## src/rtl/spiq_pkg.sv

```systemverilog
package spiq_pkg;
  typedef enum logic [2:0] {
    EN_IDLE  = 3'd0,
    EN_LOW   = 3'd1,
    EN_HIGH  = 3'd2,
    EN_TRAIL = 3'd3,
    EN_GAP   = 3'd4
  } eng_state_t;

  localparam logic [1:0] RGN_CSR = 2'd0;
  localparam logic [1:0] RGN_TX  = 2'd1;
  localparam logic [1:0] RGN_RX  = 2'd2;
  localparam logic [1:0] RGN_CMD = 2'd3;

  localparam logic [2:0] CSR_STARTQ = 3'd0;
  localparam logic [2:0] CSR_LASTQ  = 3'd1;
  localparam logic [2:0] CSR_CTRL   = 3'd2;
  localparam logic [2:0] CSR_STAT   = 3'd3;
  localparam logic [2:0] CSR_CURQ   = 3'd4;
  localparam logic [2:0] CSR_LOCK   = 3'd5;

  localparam int CTRL_GO_BIT   = 6;
  localparam int CTRL_HOLD_BIT = 7;
  localparam int CMD_CONT_BIT  = 7;
endpackage

```

## src/rtl/spiq_regfile.sv

```systemverilog
module spiq_regfile
  import spiq_pkg::*;
#(
  parameter int ENTRIES = 16,
  localparam int IW = $clog2(ENTRIES),
  localparam int AW = IW + 3
) (
  input  logic          clk,
  input  logic          rst_n,
  input  logic          bus_sel,
  input  logic          bus_we,
  input  logic [AW-1:0] bus_addr,
  input  logic [31:0]   bus_wdata,
  output logic [31:0]   bus_rdata,
  input  logic          eng_busy,
  input  logic          eng_fin,
  input  logic [IW-1:0] eng_cur,
  input  logic [IW-1:0] rd_idx,
  input  logic          rx_we,
  input  logic [IW-1:0] rx_idx,
  input  logic [7:0]    rx_byte,
  output logic [7:0]    tx_byte,
  output logic [7:0]    cmd_byte,
  output logic [IW-1:0] start_q,
  output logic [IW-1:0] last_q,
  output logic          go,
  output logic          hold
);
  logic [1:0]    region;
  logic [IW:0]   slot;
  logic          csr_hit;
  logic          wr, wr_ok, active;
  logic [IW-1:0] startq_q, startq_d, lastq_q, lastq_d;
  logic          go_q, go_d, hold_q, hold_d, done_q, done_d, lock_q, lock_d;
  logic [7:0]    tx_mem  [ENTRIES];
  logic [7:0]    rx_mem  [ENTRIES];
  logic [7:0]    cmd_mem [ENTRIES];
  logic          tx_we, cmd_we;
  logic          unused_wdata;

  assign region  = bus_addr[AW-1:AW-2];
  assign slot    = bus_addr[IW:0];
  assign csr_hit = (region == RGN_CSR) && (slot[IW:3] == '0);
  assign wr      = bus_sel && bus_we;
  assign active  = go_q || eng_busy;
  assign wr_ok   = wr && !active;
  assign tx_we   = wr_ok && (region == RGN_TX) && !slot[0];
  assign cmd_we  = wr_ok && (region == RGN_CMD) && !slot[IW];
  assign unused_wdata = ^bus_wdata[31:8];

  always_comb begin
    startq_d = startq_q;
    lastq_d  = lastq_q;
    go_d     = go_q;
    hold_d   = hold_q;
    done_d   = done_q;
    lock_d   = lock_q;
    if (wr_ok && csr_hit && slot[2:0] == CSR_STARTQ) startq_d = bus_wdata[IW-1:0];
    if (wr_ok && csr_hit && slot[2:0] == CSR_LASTQ)  lastq_d  = bus_wdata[IW-1:0];
    if (wr_ok && csr_hit && slot[2:0] == CSR_CTRL) begin
      go_d   = bus_wdata[CTRL_GO_BIT];
      hold_d = bus_wdata[CTRL_HOLD_BIT];
    end
    if (eng_fin) go_d = 1'b0;
    if (wr && csr_hit && slot[2:0] == CSR_LOCK) lock_d = bus_wdata[0];
    if (eng_fin) done_d = 1'b1;
    else if (wr && csr_hit && slot[2:0] == CSR_STAT) done_d = done_q && bus_wdata[0];
  end

  always_ff @(posedge clk or negedge rst_n) begin
    if (!rst_n) begin
      startq_q <= '0;
      lastq_q  <= '0;
      go_q     <= 1'b0;
      hold_q   <= 1'b0;
      done_q   <= 1'b0;
      lock_q   <= 1'b0;
    end else begin
      startq_q <= startq_d;
      lastq_q  <= lastq_d;
      go_q     <= go_d;
      hold_q   <= hold_d;
      done_q   <= done_d;
      lock_q   <= lock_d;
    end
  end

  always_ff @(posedge clk) begin
    if (tx_we) tx_mem[slot[IW:1]] <= bus_wdata[7:0];
  end

  always_ff @(posedge clk) begin
    if (cmd_we) cmd_mem[slot[IW-1:0]] <= bus_wdata[7:0];
  end

  always_ff @(posedge clk) begin
    if (rx_we) rx_mem[rx_idx] <= rx_byte;
  end

  always_comb begin
    bus_rdata = '0;
    unique case (region)
      RGN_CSR: if (csr_hit) begin
        case (slot[2:0])
          CSR_STARTQ: bus_rdata[IW-1:0] = startq_q;
          CSR_LASTQ:  bus_rdata[IW-1:0] = lastq_q;
          CSR_CTRL: begin
            bus_rdata[CTRL_GO_BIT]   = go_q;
            bus_rdata[CTRL_HOLD_BIT] = hold_q;
          end
          CSR_STAT:   bus_rdata[0]      = done_q;
          CSR_CURQ:   bus_rdata[IW-1:0] = eng_cur;
          CSR_LOCK:   bus_rdata[0]      = lock_q;
          default:    bus_rdata = '0;
        endcase
      end
      RGN_TX:  if (!slot[0])  bus_rdata[7:0] = tx_mem[slot[IW:1]];
      RGN_RX:  if (slot[0])   bus_rdata[7:0] = rx_mem[slot[IW:1]];
      RGN_CMD: if (!slot[IW]) bus_rdata[7:0] = cmd_mem[slot[IW-1:0]];
      default: bus_rdata = '0;
    endcase
  end

  assign tx_byte  = tx_mem[rd_idx];
  assign cmd_byte = cmd_mem[rd_idx];
  assign start_q  = startq_q;
  assign last_q   = lastq_q;
  assign go       = go_q;
  assign hold     = hold_q || lock_q;


  done_after_fin_chk: assert property (@(posedge clk) disable iff (!rst_n)
    eng_fin |=> (done_q && !go_q));


  ptr_locked_chk: assert property (@(posedge clk) disable iff (!rst_n)
    (wr && active && csr_hit && slot[2:0] == CSR_STARTQ) |=> $stable(startq_q));


  go_no_rewrite_chk: assert property (@(posedge clk) disable iff (!rst_n)
    (eng_busy && !eng_fin) |=> go_q);
endmodule

```

## src/rtl/spiq_engine.sv

```systemverilog
module spiq_engine
  import spiq_pkg::*;
#(
  parameter int ENTRIES  = 16,
  parameter int HALF_DIV = 2,
  localparam int IW = $clog2(ENTRIES),
  localparam int CW = (HALF_DIV > 1) ? $clog2(HALF_DIV) : 1
) (
  input  logic          clk,
  input  logic          rst_n,
  input  logic          go,
  input  logic          hold,
  input  logic [IW-1:0] start_q,
  input  logic [IW-1:0] last_q,
  input  logic [7:0]    tx_byte,
  input  logic [7:0]    cmd_byte,
  input  logic          miso,
  output logic [IW-1:0] rd_idx,
  output logic [IW-1:0] cur,
  output logic          busy,
  output logic          fin,
  output logic          rx_we,
  output logic [7:0]    rx_byte,
  output logic          sck,
  output logic          mosi,
  output logic [3:0]    cs_n
);
  localparam logic [CW-1:0] HALF_LAST = CW'(HALF_DIV - 1);

  eng_state_t    st_q, st_d;
  logic [CW-1:0] cnt_q, cnt_d;
  logic [2:0]    bit_q, bit_d;
  logic [IW-1:0] cur_q, cur_d, nxt_idx;
  logic [7:0]    txsh_q, txsh_d, rxsh_q, rxsh_d, cmd_q, cmd_d;
  logic [3:0]    cs_q, cs_d;
  logic          sck_q, sck_d;
  logic          tick, at_last;
  logic          unused_cmd;

  assign tick    = (cnt_q == '0);
  assign at_last = (cur_q == last_q);
  assign nxt_idx = cur_q + 1'b1;
  assign rd_idx  = (st_q == EN_IDLE) ? start_q : nxt_idx;
  assign unused_cmd = ^cmd_q[6:4];

  always_comb begin
    st_d   = st_q;
    cnt_d  = tick ? HALF_LAST : cnt_q - 1'b1;
    bit_d  = bit_q;
    cur_d  = cur_q;
    txsh_d = txsh_q;
    rxsh_d = rxsh_q;
    cmd_d  = cmd_q;
    cs_d   = cs_q;
    sck_d  = sck_q;
    fin    = 1'b0;
    rx_we  = 1'b0;
    unique case (st_q)
      EN_IDLE: begin
        cnt_d = HALF_LAST;
        if (go) begin
          cur_d  = start_q;
          cmd_d  = cmd_byte;
          txsh_d = tx_byte;
          cs_d   = cmd_byte[3:0];
          bit_d  = 3'd7;
          st_d   = EN_LOW;
        end else if (!hold) begin
          cs_d = 4'hF;
        end
      end
      EN_LOW: if (tick) begin
        sck_d  = 1'b1;
        rxsh_d = {rxsh_q[6:0], miso};
        st_d   = EN_HIGH;
      end
      EN_HIGH: if (tick) begin
        sck_d = 1'b0;
        if (bit_q != 3'd0) begin
          bit_d  = bit_q - 1'b1;
          txsh_d = {txsh_q[6:0], 1'b0};
          st_d   = EN_LOW;
        end else begin
          rx_we = 1'b1;
          if (cmd_q[CMD_CONT_BIT] && !at_last) begin
            cur_d  = nxt_idx;
            cmd_d  = cmd_byte;
            txsh_d = tx_byte;
            cs_d   = cmd_byte[3:0];
            bit_d  = 3'd7;
            st_d   = EN_LOW;
          end else begin
            st_d = EN_TRAIL;
          end
        end
      end
      EN_TRAIL: if (tick) begin
        if (at_last) begin
          fin  = 1'b1;
          st_d = EN_IDLE;
          if (!hold) cs_d = 4'hF;
        end else begin
          cs_d   = 4'hF;
          cur_d  = nxt_idx;
          cmd_d  = cmd_byte;
          txsh_d = tx_byte;
          bit_d  = 3'd7;
          st_d   = EN_GAP;
        end
      end
      EN_GAP: if (tick) begin
        cs_d = cmd_q[3:0];
        st_d = EN_LOW;
      end
      default: st_d = EN_IDLE;
    endcase
  end

  always_ff @(posedge clk or negedge rst_n) begin
    if (!rst_n) begin
      st_q   <= EN_IDLE;
      cnt_q  <= '0;
      bit_q  <= '0;
      cur_q  <= '0;
      txsh_q <= '0;
      rxsh_q <= '0;
      cmd_q  <= '0;
      cs_q   <= 4'hF;
      sck_q  <= 1'b0;
    end else begin
      st_q   <= st_d;
      cnt_q  <= cnt_d;
      bit_q  <= bit_d;
      cur_q  <= cur_d;
      txsh_q <= txsh_d;
      rxsh_q <= rxsh_d;
      cmd_q  <= cmd_d;
      cs_q   <= cs_d;
      sck_q  <= sck_d;
    end
  end

  assign cur     = cur_q;
  assign busy    = (st_q != EN_IDLE);
  assign rx_byte = rxsh_q;
  assign sck     = sck_q;
  assign mosi    = txsh_q[7];
  assign cs_n    = cs_q;


  sck_rest_low_chk: assert property (@(posedge clk) disable iff (!rst_n)
    !busy |-> !sck);


  fin_single_chk: assert property (@(posedge clk) disable iff (!rst_n)
    fin |=> !fin);


  rx_in_run_chk: assert property (@(posedge clk) disable iff (!rst_n)
    rx_we |-> (busy && sck));


  release_idle_chk: assert property (@(posedge clk) disable iff (!rst_n)
    (!busy && !go && !hold) |=> (cs_n == 4'hF));


  sel_during_clock_chk: assert property (@(posedge clk) disable iff (!rst_n)
    sck |-> ($countones(~cs_n) >= 1));
endmodule

```

## src/rtl/spiq_master.sv

```systemverilog
module spiq_master #(
  parameter int ENTRIES  = 16,
  parameter int HALF_DIV = 2,
  localparam int IW = $clog2(ENTRIES),
  localparam int AW = IW + 3
) (
  input  logic          clk,
  input  logic          rst_n,
  input  logic          bus_sel,
  input  logic          bus_we,
  input  logic [AW-1:0] bus_addr,
  input  logic [31:0]   bus_wdata,
  output logic [31:0]   bus_rdata,
  output logic          sck,
  output logic          mosi,
  input  logic          miso,
  output logic [3:0]    cs_n
);
  logic          rst_s1, rst_sync;
  logic          busy, fin, rx_we, go, hold;
  logic [IW-1:0] cur, rd_idx, rx_idx, start_q, last_q;
  logic [7:0]    tx_byte, cmd_byte, rx_byte;

  always_ff @(posedge clk or negedge rst_n) begin
    if (!rst_n) begin
      rst_s1   <= 1'b0;
      rst_sync <= 1'b0;
    end else begin
      rst_s1   <= 1'b1;
      rst_sync <= rst_s1;
    end
  end

  assign rx_idx = cur;

  spiq_regfile #(.ENTRIES(ENTRIES)) u_regs (
    .clk(clk), .rst_n(rst_sync),
    .bus_sel(bus_sel), .bus_we(bus_we), .bus_addr(bus_addr),
    .bus_wdata(bus_wdata), .bus_rdata(bus_rdata),
    .eng_busy(busy), .eng_fin(fin), .eng_cur(cur), .rd_idx(rd_idx),
    .rx_we(rx_we), .rx_idx(rx_idx), .rx_byte(rx_byte),
    .tx_byte(tx_byte), .cmd_byte(cmd_byte),
    .start_q(start_q), .last_q(last_q), .go(go), .hold(hold)
  );

  spiq_engine #(.ENTRIES(ENTRIES), .HALF_DIV(HALF_DIV)) u_eng (
    .clk(clk), .rst_n(rst_sync),
    .go(go), .hold(hold), .start_q(start_q), .last_q(last_q),
    .tx_byte(tx_byte), .cmd_byte(cmd_byte), .miso(miso),
    .rd_idx(rd_idx), .cur(cur), .busy(busy), .fin(fin),
    .rx_we(rx_we), .rx_byte(rx_byte),
    .sck(sck), .mosi(mosi), .cs_n(cs_n)
  );
endmodule

```

## config.mk

```make
export PLATFORM = sky130hd
export DESIGN_NAME = spiq_master
export DESIGN_NICKNAME = d
export VERILOG_FILES = /design/src/rtl/spiq_pkg.sv /design/src/rtl/spiq_regfile.sv /design/src/rtl/spiq_engine.sv /design/src/rtl/spiq_master.sv
export SDC_FILE = /design/constraint.sdc
export NUM_CORES = 1
export LEC_CHECK = 0
export BUFFER_PORTS_ARGS = -buffer_cell sky130_fd_sc_hd__buf_2
export CAP_MARGIN = 20
export CORE_ASPECT_RATIO = 1.75
export CORE_UTILIZATION = 55
export CTS_BUF_LIST = sky130_fd_sc_hd__clkbuf_2 sky130_fd_sc_hd__clkbuf_4 sky130_fd_sc_hd__clkbuf_8
export DETAILED_ROUTE_END_ITERATION = 7
export GPL_TIMING_DRIVEN = 1
export PLACE_DENSITY = 0.72
export SLEW_MARGIN = 25
export SYNTH_ARGS = -nofsm -noshare
export SYNTH_HDL_FRONTEND = slang
export SYNTH_SLANG_ARGS = --single-unit
```

## constraint.sdc

```tcl
create_clock -name clk -period 3.9 [get_ports clk]
set_input_delay 0.585 -clock clk [delete_from_list [all_inputs] [get_ports clk]]
set_output_delay 0.585 -clock clk [all_outputs]
set_load 0.02 [all_outputs]
```

==> flow_summary.ini, run 1 <==
[timing]
hold_viol = 0
worstMarginPinSlew_ns = 1.03
fmax_ghz = 0.273
finalCritPeriodShare_pct = 94.0
whs_ns = 0.174
layout_setup_ws_ns = 0.232
slew_headroom_pct = 31.4
period_needed_ns = 3.67
setup_viol_count_final = 0
drv_slew = 0
rsz0062_at_grt = false
tns_ns = 0
clock_skew_ns = 0.0388

[synth]
synth_edf_count = 384
yosys_most_used_dff = edfxtp_1
ys_ff_latch = 435
synthCells = 1299
syn_avg_cell_area_um2 = 15.7
async_flop_share_pct = 11.7
synth-seq-area-share_pct = 62.9
syn_area_um2 = 20400
synth.distinct_cells = 66
ys_warn_count = 0

[clock_network]
root_buffer = clkbuf_8
cts_tree = yes
postCtsSetupRepairBufs = 0
cts-resized-gates = 0
cts_buffers = 58
clock-sinks = 435
htree_levels = 2
ctsHoldBuffers = 1
clk_latency_ns = 0.67
clk_pin_slew_worst_paths_ns = 0.06
cts_buffer_depth = 3

[global_route]
grt_max_degree = 39
grt_remaining_overflow = 0
antenna_found_initial = 2
grt_pass1_wl_um = 81500
grt_pass1_vias = 13100
grt_usage_pct = 30.0

[setup_path]
slowest_stage = mux4_2
worstPathRequired_ns = 3.31
worstSetupPathType = in -> out
critical_path.most_common_cell = mux4_2
worst-path-max-fanout = 38
path_cells = buf_4 -> mux4_2 -> mux4_2 -> a22oi_1 -> nand2_1 -> buf_2
crit_family = multiplexers
path_buf_inv = 2
arrival_ns = 3.08
setup.worst_path.end_class = output pin
cp-start-kind = primary input
max_stage_delay_ns = 0.60

[placed_design]
gp_congestion = 0.992
port_buffers = 33
pre_cts_ws_ns = 0.267
dpl_cell_area_um2 = 21500
dp_hpwl_um = 39200

[finish]
layout_commonest_cell = edfxtp_1
area_delta_synth_final_pct = 12.3
nets = 1464
drive_above_1_share_pct = 30.3
finish.utilization_pct = 63.1
fin_area_um2 = 22900
final_cell_mix = edfxtp_1 (384), mux4_2 (158), nand2_1 (156), buf_4 (106), nor2_1 (82)

[floorplanning]
fp.dieW_um = 148
core_area_um2 = 36300
rows = 92
die_h_um = 257
pin_count = 82
start_util_pct = 56.2
die_area_um2 = 37900

[power_and_ir_drop]
ir_worst_vdd_mv = 0.399
p_per_area_nw_per_um2 = 610
power.static_leakage_nw = 8.02

[route]
drcViolationCount = 0
dr_wl_met3_um = 3650
top_layer_used = met5
drtPass1Iterations = 6
viasPerCell = 6.57
met1_length_um = 17400
drtIter0Drc = 1321
avgRoutedWirePerCell_um = 28.5
vias = 12700
wirelength_um = 55100
ant_nets = 0
wl_met2_um = 30000

[flow_run]
drv_cap = 0

[min_path]
hp-class = in -> reg

[outcome]
status = finished, final reports clean
power by group:
part	internal [mW]	total, mW	switching [mW]
registers	5.29	5.60	0.317
logic	1.64	4.52	2.88
clock network	2.11	3.85	1.74
synthesized netlist by cell type (5+ instances only):
cell	n	area, um2
a22oi_1	22	165
mux2_1	6	67.6
edfxtp_1	384	11500
buf_1	10	37.5
mux2i_1	22	220
clkbuf_1	39	146
ha_1	6	75.1
nor2_1	82	308
o31ai_1	8	60.1
o2111ai_1	6	52.6
xor2_1	5	43.8
buf_2	33	165
nand2b_1	14	87.6
mux2_2	21	236
dfrtp_1	47	1180
o21ai_0	22	110
nor2b_1	13	81.3
nand2_1	156	586
a21oi_1	24	120
mux4_2	158	3560
a21o_1	5	37.5
or3_1	5	31.3
a211oi_1	5	37.5
inv_1	10	37.5
o22ai_1	9	56.3
buf_4	28	210
a31oi_1	25	156
o21ai_1	12	60.1
nand3_1	33	165
nor3_1	20	100
a32oi_1	6	52.6
area by class of cell:
class                           count  area, um2
Fill cell                        2624      13400
Sequential cell                   435      12800
Multi-Input combinational cell    767       7080
Timing Repair Buffer              142       1040
Clock buffer                       81       1020
Tap cell                          470        588
Clock inverter                     29        305
Inverter                           10       37.5
Antenna cell                        2       5.00
through the flow:
step           std cells  total power [mW]
2_1_floorplan       1322              8.57
3_3_place_gp        1823              9.99
3_5_place_dp        1823              10.1
4_1_cts             1934              13.9
5_1_grt             1935              14.5
6_report            1936              14.0
path summary, 6_finish.rpt:
path / start / endpoint / slack (ns) / cells past startpoint
worst max-delay path: bus_addr[2] / bus_rdata[4] / 0.23 / 6
worst min-delay path: miso / u_eng.rx_byte[0] / 0.17 / 2
worst max register to register: u_eng.cur[0] / u_eng.txsh_q[4] / 0.30 / 8
worst min register to register: rst_sync / u_eng.bit_q[0] / 0.33 / 0
max in group asynchronous: rst_sync / u_eng.txsh_q[3] / 2.73 / 1
min in group asynchronous: rst_n / rst_s1 / 0.24 / 2
registers in the layout, summed over array words and instances (netlist names), 3 cells and up:
register,flops
u_eng.cs_n,4
u_regs.cmd_mem,128
u_regs.last_q,4
u_regs.start_q,4
u_eng.rx_byte,8
u_eng.bit_q,3
u_regs.tx_mem,128
u_eng.st_q,3
u_regs.rx_mem,128
u_eng.txsh_q,8
u_eng.cur,4
u_eng.cmd_q,5
routing by layer:
layer | vias to the layer above | GRT usage (%)
li1 | 5374 | -
met4 | 2 | 19.6
met1 | 6457 | 31.6
met3 | 204 | 4.66
met5 | - | 0
met2 | 691 | 54.8
cell families (layout without fill, tap and decap cells):
group / count (synthesis) / count (layout) / synth area share, %
other: 2 / 27 / 0.0369
XOR/XNOR: 6 / 6 / 0.258
AO/OA/AOI/OAI: 174 / 174 / 5.78
flip-flops: 435 / 435 / 62.9
multiplexers: 208 / 208 / 20.1
buffers and inverters: 120 / 262 / 2.93
adder cells (fa/ha/maj): 6 / 6 / 0.368
AND/OR/NAND/NOR: 348 / 348 / 7.60
Note: power is estimated with default switching activity, not from simulation.
==> run 2: changes to the inputs <==
- PLACE_DENSITY: 0.72 -> 0.75
- clock period: 3.9 -> 3.2 ns (I/O delays scaled with it)
==> run 2 against run 1 <==
Compared with the run above:
- core utilization grew 0.73 points
- largest cell class unchanged
- critical path type is now reg -> out
- wire length grew 1.7%
- cell area grew 1.2%
- via count grew 1.1%
- critical endpoint is now bus_rdata[3]
- flip-flop and latch count is the same
==> flow_summary.ini, run 2 (synthesis results as in run 1) <==
[min_path]
hp-class = in -> reg
hold_depth = 2
min_from = miso
worstHoldEndpoint = u_eng.rx_byte[0]

[finish]
layout_commonest_cell = edfxtp_1
area_delta_synth_final_pct = 13.6
fin_cells = 1961
finish.utilization_pct = 63.9
final_cell_mix = edfxtp_1 (384), mux4_2 (158), nand2_1 (154), buf_4 (122), nor2_1 (82)
drive_above_1_share_pct = 31.5
nets = 1490

[timing]
worstMarginPinSlew_ns = 0.905
whs_ns = 0.0875
finalCritPeriodShare_pct = 99.0
fmax_ghz = 0.316
setup_viol_count_final = 0
layout_setup_ws_ns = 0.0333
drv_slew = 0
slew_headroom_pct = 39.7
period_needed_ns = 3.17
rsz0062_at_grt = true
hold_viol = 0
clock_skew_ns = 0.0337

[setup_path]
arrival_ns = 2.69
rr_worst_depth = 8
timing.rr.start = u_eng.cur[1]
worstSetupPathType = reg -> out
regToRegEndpoint = u_eng.txsh_q[2]
worstPathRequired_ns = 2.72
worst-path-max-fanout = 2
cp-start-kind = flop
worst-r2r-setup-slack_ns = 0.24
setup.worst_path.end_class = output pin

[placed_design]
dp_hpwl_um = 40200
dp_cells = 1846
pre_cts_ws_ns = 0.0705
gp_congestion = 0.949
port_buffers = 33

[global_route]
grt_remaining_overflow = 0
grt_pass1_vias = 13400
grt_usage_pct = 30.7
antenna_found_initial = 1
grt_pass1_wl_um = 83400
grt_max_degree = 38

[clock_network]
cts_tree = yes
htree_levels = 2
cts_buffer_depth = 3
clk_pin_slew_worst_paths_ns = 0.07
root_buffer = clkbuf_8
cts_buffers = 58
clock-sinks = 435
clk_latency_ns = 0.66

[route]
drtIter0Drc = 1240
wirelength_um = 56000
viasPerCell = 6.56
ant_nets = 0
vias = 12900
drcViolationCount = 0
drtPass1Iterations = 5
avgRoutedWirePerCell_um = 28.6

[flow_run]
drv_cap = 0

[outcome]
status = finished, final reports clean

[floorplanning]
core_area_um2 = 36300
fp.dieW_um = 148
die_area_um2 = 37900
start_util_pct = 56.2
pin_count = 82
die_h_um = 257
rows = 92

[power_and_ir_drop]
p_total_mw = 17.1
p_per_area_nw_per_um2 = 738
power.static_leakage_nw = 8.15
ir_worst_vdd_mv = 0.409
==> run 2: cell count changes in the layout (fill, tap and decap cells not counted), moves of 3 or more <==
cell and change:
bufinv_16 -3, clkinv_2 -6, clkinv_1 +4, buf_12 +9, buf_6 +3, buf_4 +16, clkbuf_4 +6, a22oi_2 +4
a22oi_1 -4
==> run 2: power by group <==
part / leakage (nW) / total [mW] / switching [mW] / internal (mW)
Clock: 0.665 / 4.43 / 2.07 / 2.36
Combinational: 3.31 / 5.89 / 3.64 / 2.25
Sequential: 4.18 / 6.78 / 0.334 / 6.45
Total: 8.15 / 17.1 / 6.05 / 11.1
==> run 2: worst max-delay path: stages, from the launching register on <==
cell      delay (ns)
edfxtp_1        0.40
mux4_2          0.56
mux4_2          0.57
a22oi_2         0.25
nand2_2         0.11
buf_6           0.14
==> run 2: area by class of cell <==
class,count,area [um2]
Fill cell,2564,13100
Sequential cell,435,12800
Multi-Input combinational cell,767,7100
Timing Repair Buffer,168,1370
Clock buffer,86,1050
Tap cell,470,588
Clock inverter,24,200
Inverter,10,37.5
Antenna cell,1,2.50
==> run 2: worst max-delay path by stage <==
stage / startpoint / endpoint / slack, ns / cells past startpoint
after CTS: u_regs.tx_mem[3][3] / bus_rdata[3] / 0.002 / 5
after detailed placement: bus_addr[1] / bus_rdata[0] / 0.07 / 8
after floorplan: bus_addr[1] / bus_rdata[4] / 0.21 / 7
after global placement: bus_addr[2] / bus_rdata[0] / 0.09 / 7
after global routing: u_regs.tx_mem[3][3] / bus_rdata[3] / -0.01 / 5
final: u_regs.tx_mem[3][3] / bus_rdata[3] / 0.03 / 5
==> run 2: repair_timing <==
action,CTS,global route
hold buffers,1,0
endpoints found under the setup margin,2,4
hold endpoints to repair,2,0
resized for setup,2,8
setup buffers,0,3
pin swaps,1,5
==> run 2: layer usage <==
layer,vias to the layer above,wire length (um),track usage (%)
met4,0,4620,23.6
met2,714,30200,54.3
met1,6508,17000,31.7
li1,5425,-,-
met3,220,4270,5.66
met5,-,0,0
==> run 2: through the flow <==
stage / cell area [um2] / setup TNS [ns]
floorplan: 20500 / 0
global placement: 21800 / 0
detailed placement: 21800 / 0
CTS: 23100 / 0
global route: 23200 / -0.0155
finish: 23200 / 0
